--- src/rtl/pres_pkg.sv ---
package pres_pkg;

    typedef enum logic [1:0] {
        OP_SET_RUN = 2'd0,
        OP_SET_IPI = 2'd1,
        OP_ACCEPT  = 2'd2,
        OP_EOI     = 2'd3
    } pres_op_e;

    typedef enum logic [1:0] {
        SLOT_EMPTY = 2'd0,
        SLOT_SRC   = 2'd1,
        SLOT_IPI   = 2'd2
    } slot_e;

endpackage

--- src/rtl/pres_ipi_check.sv ---
module pres_ipi_check
    import pres_pkg::*;
#(
    parameter int PRIO_W = 8
) (
    input  slot_e              slot,
    input  logic [PRIO_W-1:0]  held_prio,
    input  logic [PRIO_W-1:0]  ipi_prio,
    output logic               take,
    output logic               drop_src
);
    // The IPI wins unless the slot already holds something at least as favoured.
    always_comb begin
        take     = !((slot != SLOT_EMPTY) && (held_prio <= ipi_prio));
        drop_src = take && (slot == SLOT_SRC);
    end
endmodule

--- src/rtl/pres_offer_judge.sv ---
module pres_offer_judge
    import pres_pkg::*;
#(
    parameter int PRIO_W = 8
) (
    input  slot_e              slot,
    input  logic [PRIO_W-1:0]  run_prio,
    input  logic [PRIO_W-1:0]  held_prio,
    input  logic [PRIO_W-1:0]  offer_prio,
    output logic               take,
    output logic               drop_src
);
    logic beats_run;
    logic beats_held;

    always_comb begin
        beats_run  = offer_prio < run_prio;
        beats_held = (slot == SLOT_EMPTY) || (offer_prio < held_prio);
        take       = beats_run && beats_held;
        drop_src   = take && (slot == SLOT_SRC);
    end
endmodule

--- src/rtl/irq_presenter.sv ---
module irq_presenter
    import pres_pkg::*;
#(
    parameter int SRC_W   = 24,
    parameter int PRIO_W  = 8,
    parameter int IPI_SRC = 2
) (
    input  logic                      clk,
    input  logic                      rst_n,
    input  logic                      offer_valid,
    input  logic [SRC_W-1:0]          offer_src,
    input  logic [PRIO_W-1:0]         offer_prio,
    input  logic                      cmd_valid,
    input  logic [1:0]                cmd_op,
    input  logic [SRC_W+PRIO_W-1:0]   cmd_data,
    output logic                      irq_out,
    output logic                      rsp_valid,
    output logic [SRC_W+PRIO_W-1:0]   rsp_word,
    output logic                      rej_valid,
    output logic [SRC_W-1:0]          rej_src,
    output logic                      eoi_valid,
    output logic [SRC_W-1:0]          eoi_src,
    output logic                      resend_req
);
    localparam int WORD_W = SRC_W + PRIO_W;
    localparam logic [PRIO_W-1:0] PRIO_NONE = '1;
    localparam logic [SRC_W-1:0]  SRC_NONE  = '0;
    localparam logic [SRC_W-1:0]  SRC_IPI   = SRC_W'(IPI_SRC);

    // state
    slot_e              slot_q, slot_d;
    logic [SRC_W-1:0]   src_q, src_d;
    logic [PRIO_W-1:0]  hprio_q, hprio_d;
    logic [PRIO_W-1:0]  run_q, run_d;
    logic [PRIO_W-1:0]  ipi_q, ipi_d;

    // registered strobes
    logic               rsp_v_q, rsp_v_d;
    logic [WORD_W-1:0]  rsp_w_q, rsp_w_d;
    logic               rej_v_q, rej_v_d;
    logic [SRC_W-1:0]   rej_s_q, rej_s_d;
    logic               eoi_v_q, eoi_v_d;
    logic [SRC_W-1:0]   eoi_s_q, eoi_s_d;
    logic               rsd_q, rsd_d;

    pres_op_e           op;
    logic [PRIO_W-1:0]  wr_prio;
    logic [PRIO_W-1:0]  chk_ipi;
    logic               chk_take, chk_drop;
    logic               off_take, off_drop;
    logic               do_resend;
    logic [PRIO_W-1:0]  new_run;

    assign op      = pres_op_e'(cmd_op);
    assign wr_prio = cmd_data[PRIO_W-1:0];
    assign chk_ipi = (cmd_valid && op == OP_SET_IPI) ? wr_prio : ipi_q;

    pres_ipi_check #(.PRIO_W(PRIO_W)) u_ipi (
        .slot      (slot_q),
        .held_prio (hprio_q),
        .ipi_prio  (chk_ipi),
        .take      (chk_take),
        .drop_src  (chk_drop)
    );

    pres_offer_judge #(.PRIO_W(PRIO_W)) u_judge (
        .slot       (slot_q),
        .run_prio   (run_q),
        .held_prio  (hprio_q),
        .offer_prio (offer_prio),
        .take       (off_take),
        .drop_src   (off_drop)
    );

    // next-state process
    always_comb begin
        slot_d    = slot_q;
        src_d     = src_q;
        hprio_d   = hprio_q;
        run_d     = run_q;
        ipi_d     = ipi_q;
        rsp_v_d   = 1'b0;
        rsp_w_d   = rsp_w_q;
        rej_v_d   = 1'b0;
        rej_s_d   = rej_s_q;
        eoi_v_d   = 1'b0;
        eoi_s_d   = eoi_s_q;
        rsd_d     = 1'b0;
        do_resend = 1'b0;
        new_run   = run_q;

        if (cmd_valid) begin
            unique case (op)
                OP_SET_RUN: begin
                    run_d   = wr_prio;
                    new_run = wr_prio;
                    if (wr_prio < run_q) begin
                        if (slot_q != SLOT_EMPTY && wr_prio <= hprio_q) begin
                            // transition displace_by_run
                            if (slot_q == SLOT_SRC) begin
                                rej_v_d = 1'b1;
                                rej_s_d = src_q;
                            end
                            slot_d  = SLOT_EMPTY;
                            src_d   = SRC_NONE;
                            hprio_d = PRIO_NONE;
                        end
                    end else if (slot_q == SLOT_EMPTY) begin
                        do_resend = 1'b1;
                    end
                end
                OP_SET_IPI: begin
                    ipi_d = wr_prio;
                    if (wr_prio < run_q && chk_take) begin
                        // transition present_ipi
                        if (chk_drop) begin
                            rej_v_d = 1'b1;
                            rej_s_d = src_q;
                        end
                        slot_d  = SLOT_IPI;
                        src_d   = SRC_IPI;
                        hprio_d = wr_prio;
                    end
                end
                OP_ACCEPT: begin
                    // transition accept
                    rsp_v_d = 1'b1;
                    rsp_w_d = {run_q, src_q};
                    run_d   = hprio_q;
                    slot_d  = SLOT_EMPTY;
                    src_d   = SRC_NONE;
                    hprio_d = PRIO_NONE;
                end
                OP_EOI: begin
                    run_d   = cmd_data[WORD_W-1:SRC_W];
                    new_run = cmd_data[WORD_W-1:SRC_W];
                    eoi_v_d = 1'b1;
                    eoi_s_d = cmd_data[SRC_W-1:0];
                    if (slot_q == SLOT_EMPTY) do_resend = 1'b1;
                end
            endcase
        end else if (offer_valid) begin
            if (off_take) begin
                // transition take_offer
                if (off_drop) begin
                    rej_v_d = 1'b1;
                    rej_s_d = src_q;
                end
                slot_d  = SLOT_SRC;
                src_d   = offer_src;
                hprio_d = offer_prio;
            end else begin
                rej_v_d = 1'b1;
                rej_s_d = offer_src;
            end
        end

        if (do_resend) begin
            rsd_d = 1'b1;
            // slot is empty here, so the check always grants
            if (ipi_q < new_run && chk_take) begin
                slot_d  = SLOT_IPI;
                src_d   = SRC_IPI;
                hprio_d = ipi_q;
            end
        end
    end

    // state register process
    always_ff @(posedge clk) begin
        if (!rst_n) begin
            slot_q  <= SLOT_EMPTY;
            src_q   <= SRC_NONE;
            hprio_q <= PRIO_NONE;
            run_q   <= '0;
            ipi_q   <= PRIO_NONE;
            rsp_v_q <= 1'b0;
            rsp_w_q <= '0;
            rej_v_q <= 1'b0;
            rej_s_q <= '0;
            eoi_v_q <= 1'b0;
            eoi_s_q <= '0;
            rsd_q   <= 1'b0;
        end else begin
            slot_q  <= slot_d;
            src_q   <= src_d;
            hprio_q <= hprio_d;
            run_q   <= run_d;
            ipi_q   <= ipi_d;
            rsp_v_q <= rsp_v_d;
            rsp_w_q <= rsp_w_d;
            rej_v_q <= rej_v_d;
            rej_s_q <= rej_s_d;
            eoi_v_q <= eoi_v_d;
            eoi_s_q <= eoi_s_d;
            rsd_q   <= rsd_d;
        end
    end

    // output process
    always_comb begin
        unique case (slot_q)
            SLOT_SRC, SLOT_IPI: irq_out = 1'b1;
            default:            irq_out = 1'b0;
        endcase
        rsp_valid  = rsp_v_q;
        rsp_word   = rsp_w_q;
        rej_valid  = rej_v_q;
        rej_src    = rej_s_q;
        eoi_valid  = eoi_v_q;
        eoi_src    = eoi_s_q;
        resend_req = rsd_q;
    end

    // assertions
    a_r4_displaced_rejected: assert property (@(posedge clk) disable iff (!rst_n)
        (offer_valid && !cmd_valid && slot_q == SLOT_SRC &&
         offer_prio < run_q && offer_prio < hprio_q)
        |=> (rej_valid && rej_src == $past(src_q)));

    a_r5_accept_returns: assert property (@(posedge clk) disable iff (!rst_n)
        (cmd_valid && op == OP_ACCEPT)
        |=> (rsp_valid && !irq_out && rsp_word == {$past(run_q), $past(src_q)}));

    a_r10_eoi_strobe: assert property (@(posedge clk) disable iff (!rst_n)
        (cmd_valid && op == OP_EOI)
        |=> (eoi_valid && eoi_src == $past(cmd_data[SRC_W-1:0])));

    a_r11_ipi_no_reject: assert property (@(posedge clk) disable iff (!rst_n)
        (slot_q == SLOT_IPI && !cmd_valid && offer_valid && off_take)
        |=> !rej_valid);

    a_r12_idle_quiet: assert property (@(posedge clk) disable iff (!rst_n)
        (!cmd_valid && !offer_valid)
        |=> (!rej_valid && !eoi_valid && !resend_req && !rsp_valid));

    a_r8_ipi_present: assert property (@(posedge clk) disable iff (!rst_n)
        (cmd_valid && op == OP_SET_IPI && slot_q == SLOT_EMPTY && wr_prio < run_q)
        |=> (irq_out && src_q == SRC_IPI));
endmodule

--- config.mk ---
export PLATFORM = sky130hd
export DESIGN_NAME = irq_presenter
export DESIGN_NICKNAME = d
export VERILOG_FILES = /design/src/rtl/pres_pkg.sv /design/src/rtl/pres_ipi_check.sv /design/src/rtl/pres_offer_judge.sv /design/src/rtl/irq_presenter.sv
export SDC_FILE = /design/constraint.sdc
export NUM_CORES = 1
export LEC_CHECK = 0
export CAP_MARGIN = 20
export CORE_MARGIN = 3
export CORE_UTILIZATION = 56
export DETAILED_ROUTE_END_ITERATION = 8
export GPL_ROUTABILITY_DRIVEN = 1
export PLACE_DENSITY = 0.86
export SKIP_LAST_GASP = 1
export SYNTH_ARGS = -nofsm -noshare
export SYNTH_HDL_FRONTEND = slang
export SYNTH_SLANG_ARGS = --single-unit
--- constraint.sdc ---
create_clock -name clk -period 6.05 [get_ports clk]
set_input_delay 0.605 -clock clk [delete_from_list [all_inputs] [get_ports clk]]
set_output_delay 0.605 -clock clk [all_outputs]
set_load 0.05 [all_outputs]
==> run summary, run 1 <==
unrepaired setup endpoints after global routing -> no
highest routed metal layer -> met4
fin crit share -> 73.4%
FILL cells -> 971
Final Hold Vio Count -> 0
wire per inst -> 18.2 µm
H-tree Lvls -> 4
clock buffer depth -> 2
HP Class -> reg -> reg
IO Port Bufs -> 154
core box area -> 12,700 µm²
initial antenna violation count -> 0
CTS Buf Count -> 17
CP startpoint -> cmd_op[0]
Diodes inserted -> 0
Pre-Repair DR Iteration Count -> 9
clk slew on worst S/H paths -> 50 ps
detailed placement HPWL -> 15,900 µm
placer congestion estimate -> 1.00
Setup TNS Final -> 0 ps
drt total wl -> 22,800 µm
num rows -> 41
Synth Flop Type -> dfxtp_1
setup ws final -> 1610 ps
area occupied by multi-input gates -> 4210 µm²
maximum VDD drop -> 0.202 mV
post-synthesis cell type count -> 53
clock latency on the worst-skew pair -> 420 ps
Final ANT Viol Nets -> 0
met1 wire length -> 9030 µm
die width -> 120 µm
initial cell density of the core -> 57.5%
CTS sink cnt -> 134
largest net degree at the start of global routing -> 70
status -> complete, but fails checks
Overall Global Routing Usage -> 31.0%
post_cts resized -> 0
# nets final -> 1,189
CTS tree -> yes
Syn Area/Cell -> 7.64 µm²
share of the yosys chip area belonging to registers -> 36.8%
Pleak -> 3.58 nW
pwr/cell area -> 258 nW/µm²
final setup skew -> 5.24 ps
pre-CTS setup slack -> 1280 ps
Synth Instances -> 953
root buffer cell -> clkbuf_16
WP data arrival -> 4690 ps
Chip Height -> 120 µm
number of synthesized register bits -> 134
failing checks -> DRC
hold buffer count at CTS -> 0
Pins Over Slew Limit -> 0
Reg area -> 2680 µm²
Worst EP required -> 6300 ps
Async SR Flop Fraction -> 0%
Post-CTS Setup Repair Bufs -> 0
YS warnings -> 0
Max transition margin -> 30.2%
# setup viols final -> 0
reg2reg start -> run_q[1]
Via Count -> 7,514
met3 WL -> 2200 µm
Crit. End Element -> register
met2 WL -> 10,800 µm
number of flops mapped to enable cells by yosys -> 0
CP Launch Type -> primary input
gr ovfl total -> 0
Synth Cell Area -> 7280 µm²
kind of critical path -> in -> reg
first-pass GRT wire length -> 35,600 µm
Worst Path Max Fanout -> 25
Post-Syn Nets -> 1,074
HP Start -> eoi_src[9]
die area -> 14,400 µm²
synth-to-layout area growth -> 30.0%
drt initial violations -> 857
Final Critical Period -> 4440 ps
number of I/O pins -> 155
vias in the first global route -> 6,835
actual slew at the worst max-slew pin -> 1050 ps
Max-cap violations -> 0
Via-to-Cell Ratio -> 6.00
DRC Markers -> 5
fmax -> 225 MHz
share of cells above drive strength 1 -> 4.63%
Hold WS -> 451 ps
layout make-up:
cell class / instances / area share [%]
tap: 172 / 2.27
clock inverter: 7 / 0.727
clock buffer: 24 / 5.40
multi-input combinational: 722 / 44.4
sequential: 134 / 28.3
timing repair buffer: 166 / 17.8
inverter: 27 / 1.07
layer usage:
layer / vias up / global-route usage (%)
li1: 3554 / -
met1: 3428 / 40.0
met2: 448 / 49.6
met3: 84 / 8.06
met4: 0 / 12.3
met5: - / 0
cell families (layout without fill, tap and decap cells):
group                      Yosys count  in the layout  share of synthesized area [%]
muxes                               34             34                           4.69
adders and majority gates           51             51                           8.76
buffers and inverters               97            224                           5.62
and+or+nand+nor                    368            368                           22.1
DFF                                134            134                           36.8
AOI/OAI and AO/OA                  269            269                           22.0
power by group:
part	switching [W]	total (W)	leakage [nW]	internal (W)
clock network	0.000378	0.00100	0.284	0.000626
logic	0.000296	0.000480	2.21	0.000184
registers	0.0000388	0.000957	1.09	0.000919
Yosys cell counts, types with 2 or more instances:
cell type    n  area, µm²
o211ai_1     6       45.0
inv_1       27        101
nor3_1      13       65.1
buf_2        9       45.0
o31a_1       2       17.5
o41ai_1      3       26.3
a221oi_1     4       35.0
a211o_1      8       70.1
nand2_1    237        890
nand4_1      5       31.3
a211oi_1     3       22.5
a221o_1      4       40.0
clkbuf_1    55        206
a21oi_1    127        636
and3_1       2       12.5
nand3_1     28        140
nor2b_1      8       50.1
mux2i_1     33        330
and2_1       3       18.8
dfxtp_1    134       2680
o211a_1      5       50.1
o21a_1       3       22.5
o21ai_0     60        300
nand2b_1    30        188
a2111oi_0    4       35.0
o21ai_1      6       30.0
nor2_1      30        113
a22oi_1     16        120
nand4b_1     2       17.5
buf_6        4       45.0
o31ai_1      3       22.5
a311oi_1     8       70.1
ha_1        51        638
stage by stage:
stage / cell area (µm²) / power [W] / util (%) / std cells
floorplan: 7280 / 0.00127 / - / 953
global placement: 8790 / 0.00143 / 69.4 / 1216
detailed placement: 8790 / 0.00144 / 69.4 / 1216
CTS: 9370 / 0.00243 / 73.9 / 1247
global route: 9470 / 0.00253 / 74.7 / 1252
finish: 9470 / 0.00244 / 74.7 / 1252
worst max-delay path: stages:
cell             delay (ps)
clkdlybuf4s50_1         540
ha_1                    720
a22oi_1                 200
nor2_1                  130
a21oi_1                  60
ha_1                    320
a2111oi_0               550
nand2_1                 110
o211ai_1                160
and3_1                  160
buf_4                   210
a311o_1                 820
a21oi_1                 100
placed cells by master, fill, tap and decap left out, types with 5 or more instances in the layout:
cell,Yosys,routed
nor2b_1,8,8
nand2b_1,30,30
nor2_1,30,30
o21ai_0,60,60
clkdlybuf4s50_1,0,152
ha_1,51,51
a211o_1,8,8
nand3_1,28,28
a21oi_1,127,127
mux2i_1,33,33
inv_1,27,26
clkbuf_16,0,17
nand2_1,237,237
a22oi_1,16,16
nand4_1,5,5
nor3_1,13,13
dfxtp_1,134,134
buf_4,1,7
o211a_1,5,5
o211ai_1,6,6
a311oi_1,8,8
clkbuf_8,0,6
o21ai_1,6,6
worst paths after layout:
| check | end | slack [ps] | cells past startpoint |
|---|---|---|---|
| setup / recovery | src_q[20] | 1610 | 13 |
| setup reg to reg | hprio_q[6] | 2480 | 9 |
| hold / removal | eoi_src[9] | 450 | 2 |
| hold reg to reg | eoi_src[9] | 450 | 2 |
sequential cells by signal, indices dropped and copies added, names as in the netlist:
| name | cells |
|---|---|
| rsp_word | 32 |
| eoi_src | 24 |
| rej_src | 24 |
| src_q | 24 |
| hprio_q | 8 |
| ipi_q | 8 |
| run_q | 8 |
| slot_q | 2 |
| eoi_valid | 1 |
| rej_valid | 1 |
| resend_req | 1 |
| rsp_valid | 1 |
Note: power is estimated with default switching activity, not from simulation.
==> run 2, diff against run 1 <==
CORE_UTILIZATION = 52   (was 56)
PLACE_DENSITY = 0.8   (was 0.86)
clock period = 4.15 ns   (was 6.05 ns; I/O delays follow)
==> run summary, run 2 (synthesis gave the netlist of run 1 again) <==
setup ws final -> 528 ps
drt initial violations -> 691
Post-DP Area -> 8950 µm²
synth-to-layout area growth -> 31.4%
clock buffer depth -> 2
Setup crit end -> src_q[20]
Overall Global Routing Usage -> 29.4%
detailed placement HPWL -> 16,600 µm
maximum VDD drop -> 0.328 mV
HP Class -> in -> reg
gr ovfl total -> 0
final setup skew -> 9.02 ps
initial cell density of the core -> 54.1%
clock latency on the worst-skew pair -> 420 ps
Worst EP required -> 4450 ps
Final Critical Period -> 3620 ps
hold buffer count at CTS -> 0
CP Launch Type -> primary input
Via-to-Cell Ratio -> 5.94
share of cells above drive strength 1 -> 6.03%
H-tree Lvls -> 4
reg2reg start -> hprio_q[7]
Diodes inserted -> 0
FF-to-FF setup slack -> 1040 ps
# setup viols final -> 0
post_cts resized -> 0
root buffer cell -> clkbuf_16
# nets final -> 1,203
DRC Markers -> 0
pre-CTS setup slack -> -85.5 ps
WP data arrival -> 3930 ps
Worst Path Max Fanout -> 24
FILL cells -> 1,107
wire per inst -> 18.3 µm
core box area -> 13,500 µm²
HP Start -> cmd_valid
most frequent cells in the layout -> nand2_1 (237), clkdlybuf4s50_1 (152), dfxtp_1 (134)
CTS sink cnt -> 134
Via Count -> 7,546
final instance area -> 9570 µm²
pwr/cell area -> 387 nW/µm²
actual slew at the worst max-slew pin -> 1030 ps
fmax -> 276 MHz
clk slew on worst S/H paths -> 50 ps
CP startpoint -> cmd_op[0]
Crit. End Element -> register
die area -> 15,500 µm²
max reg flops -> 32
IO Port Bufs -> 154
Pins Over Slew Limit -> 0
CTS tree -> yes
first-pass GRT wire length -> 37,100 µm
Chip Height -> 124 µm
Max transition margin -> 31.5%
fin crit share -> 87.3%
Final ANT Viol Nets -> 0
Pleak -> 3.65 nW
unrepaired setup endpoints after global routing -> no
worst reg2reg path endpoint -> rej_src[10]
num rows -> 42
Post-CTS Setup Repair Bufs -> 0
placer congestion estimate -> 0.986
die width -> 124 µm
CTS Buf Count -> 17
kind of critical path -> in -> reg
number of I/O pins -> 155
drt total wl -> 23,300 µm
vias in the first global route -> 7,133
largest net degree at the start of global routing -> 69
Final Hold Vio Count -> 0
Pre-Repair DR Iteration Count -> 5
status -> complete, no violations
initial antenna violation count -> 0
cells on worst reg2reg path -> 11
commonest non-fill, non-tap cell in the layout -> nand2_1
Max-cap violations -> 0
-- run 2: final cells by class --
type | count | area (µm²) | share of cell area, %
flip-flops and latches | 134 | 2680 | 28.0
clock inverters | 13 | 178 | 1.86
well taps | 176 | 220 | 2.30
inverters | 27 | 101 | 1.06
repair buffers | 180 | 1740 | 18.2
clock buffers | 19 | 443 | 4.63
multi-input cells | 722 | 4210 | 44.0
-- run 2: how the worst min path moves through the flow --
stage,to,slack (ps),cells past startpoint
3_3_place_gp,eoi_src[14],440,2
2_1_floorplan,slot_q[0],460,2
4_1_cts,ipi_q[6],420,4
3_5_place_dp,eoi_src[18],450,2
5_1_grt,rsp_word[16],470,2
6_report,ipi_q[6],440,4
-- run 2: power breakdown --
group          leakage [nW]  switching (W)  total [W]  internal, W
sequential             1.09      0.0000577    0.00140      0.00134
clock                 0.303       0.000570    0.00159      0.00102
combinational          2.26       0.000437   0.000716     0.000279
-- run 2: worst max-delay path, stage by stage --
cell and delay (ps):
clkdlybuf4s50_1 540, inv_1 90, ha_1 300, nand2b_2 310, nor2_1 150, a21oi_1 60, ha_1 320, a2111oi_1 470
nand2_1 110, o211ai_1 170, and3_1 500, a311o_1 240, buf_12 180, a21oi_1 60
-- run 2: stage by stage --
stage                     hold WS, ps  TNS, ps  util [%]  cells  total power (W)
after detailed placement          446    -1950      66.5   1239          0.00212
after global routing              471        0      71.2   1271          0.00383
after floorplan                   456        0         -    953          0.00185
after global placement            441        0      66.5   1239          0.00211
after CTS                         420        0      71.1   1271          0.00370
final                             441        0      71.2   1271          0.00370
-- run 2: per-layer routing --
layer / GRT usage (%) / part of all wire (%) / vias to the layer above
met2: 47.2 / 46 / 416
met5: 0 / 0 / -
met4: 10.7 / 2.5 / 0
met3: 9.48 / 11 / 52
met1: 37.1 / 41 / 3506
li1: - / - / 3572
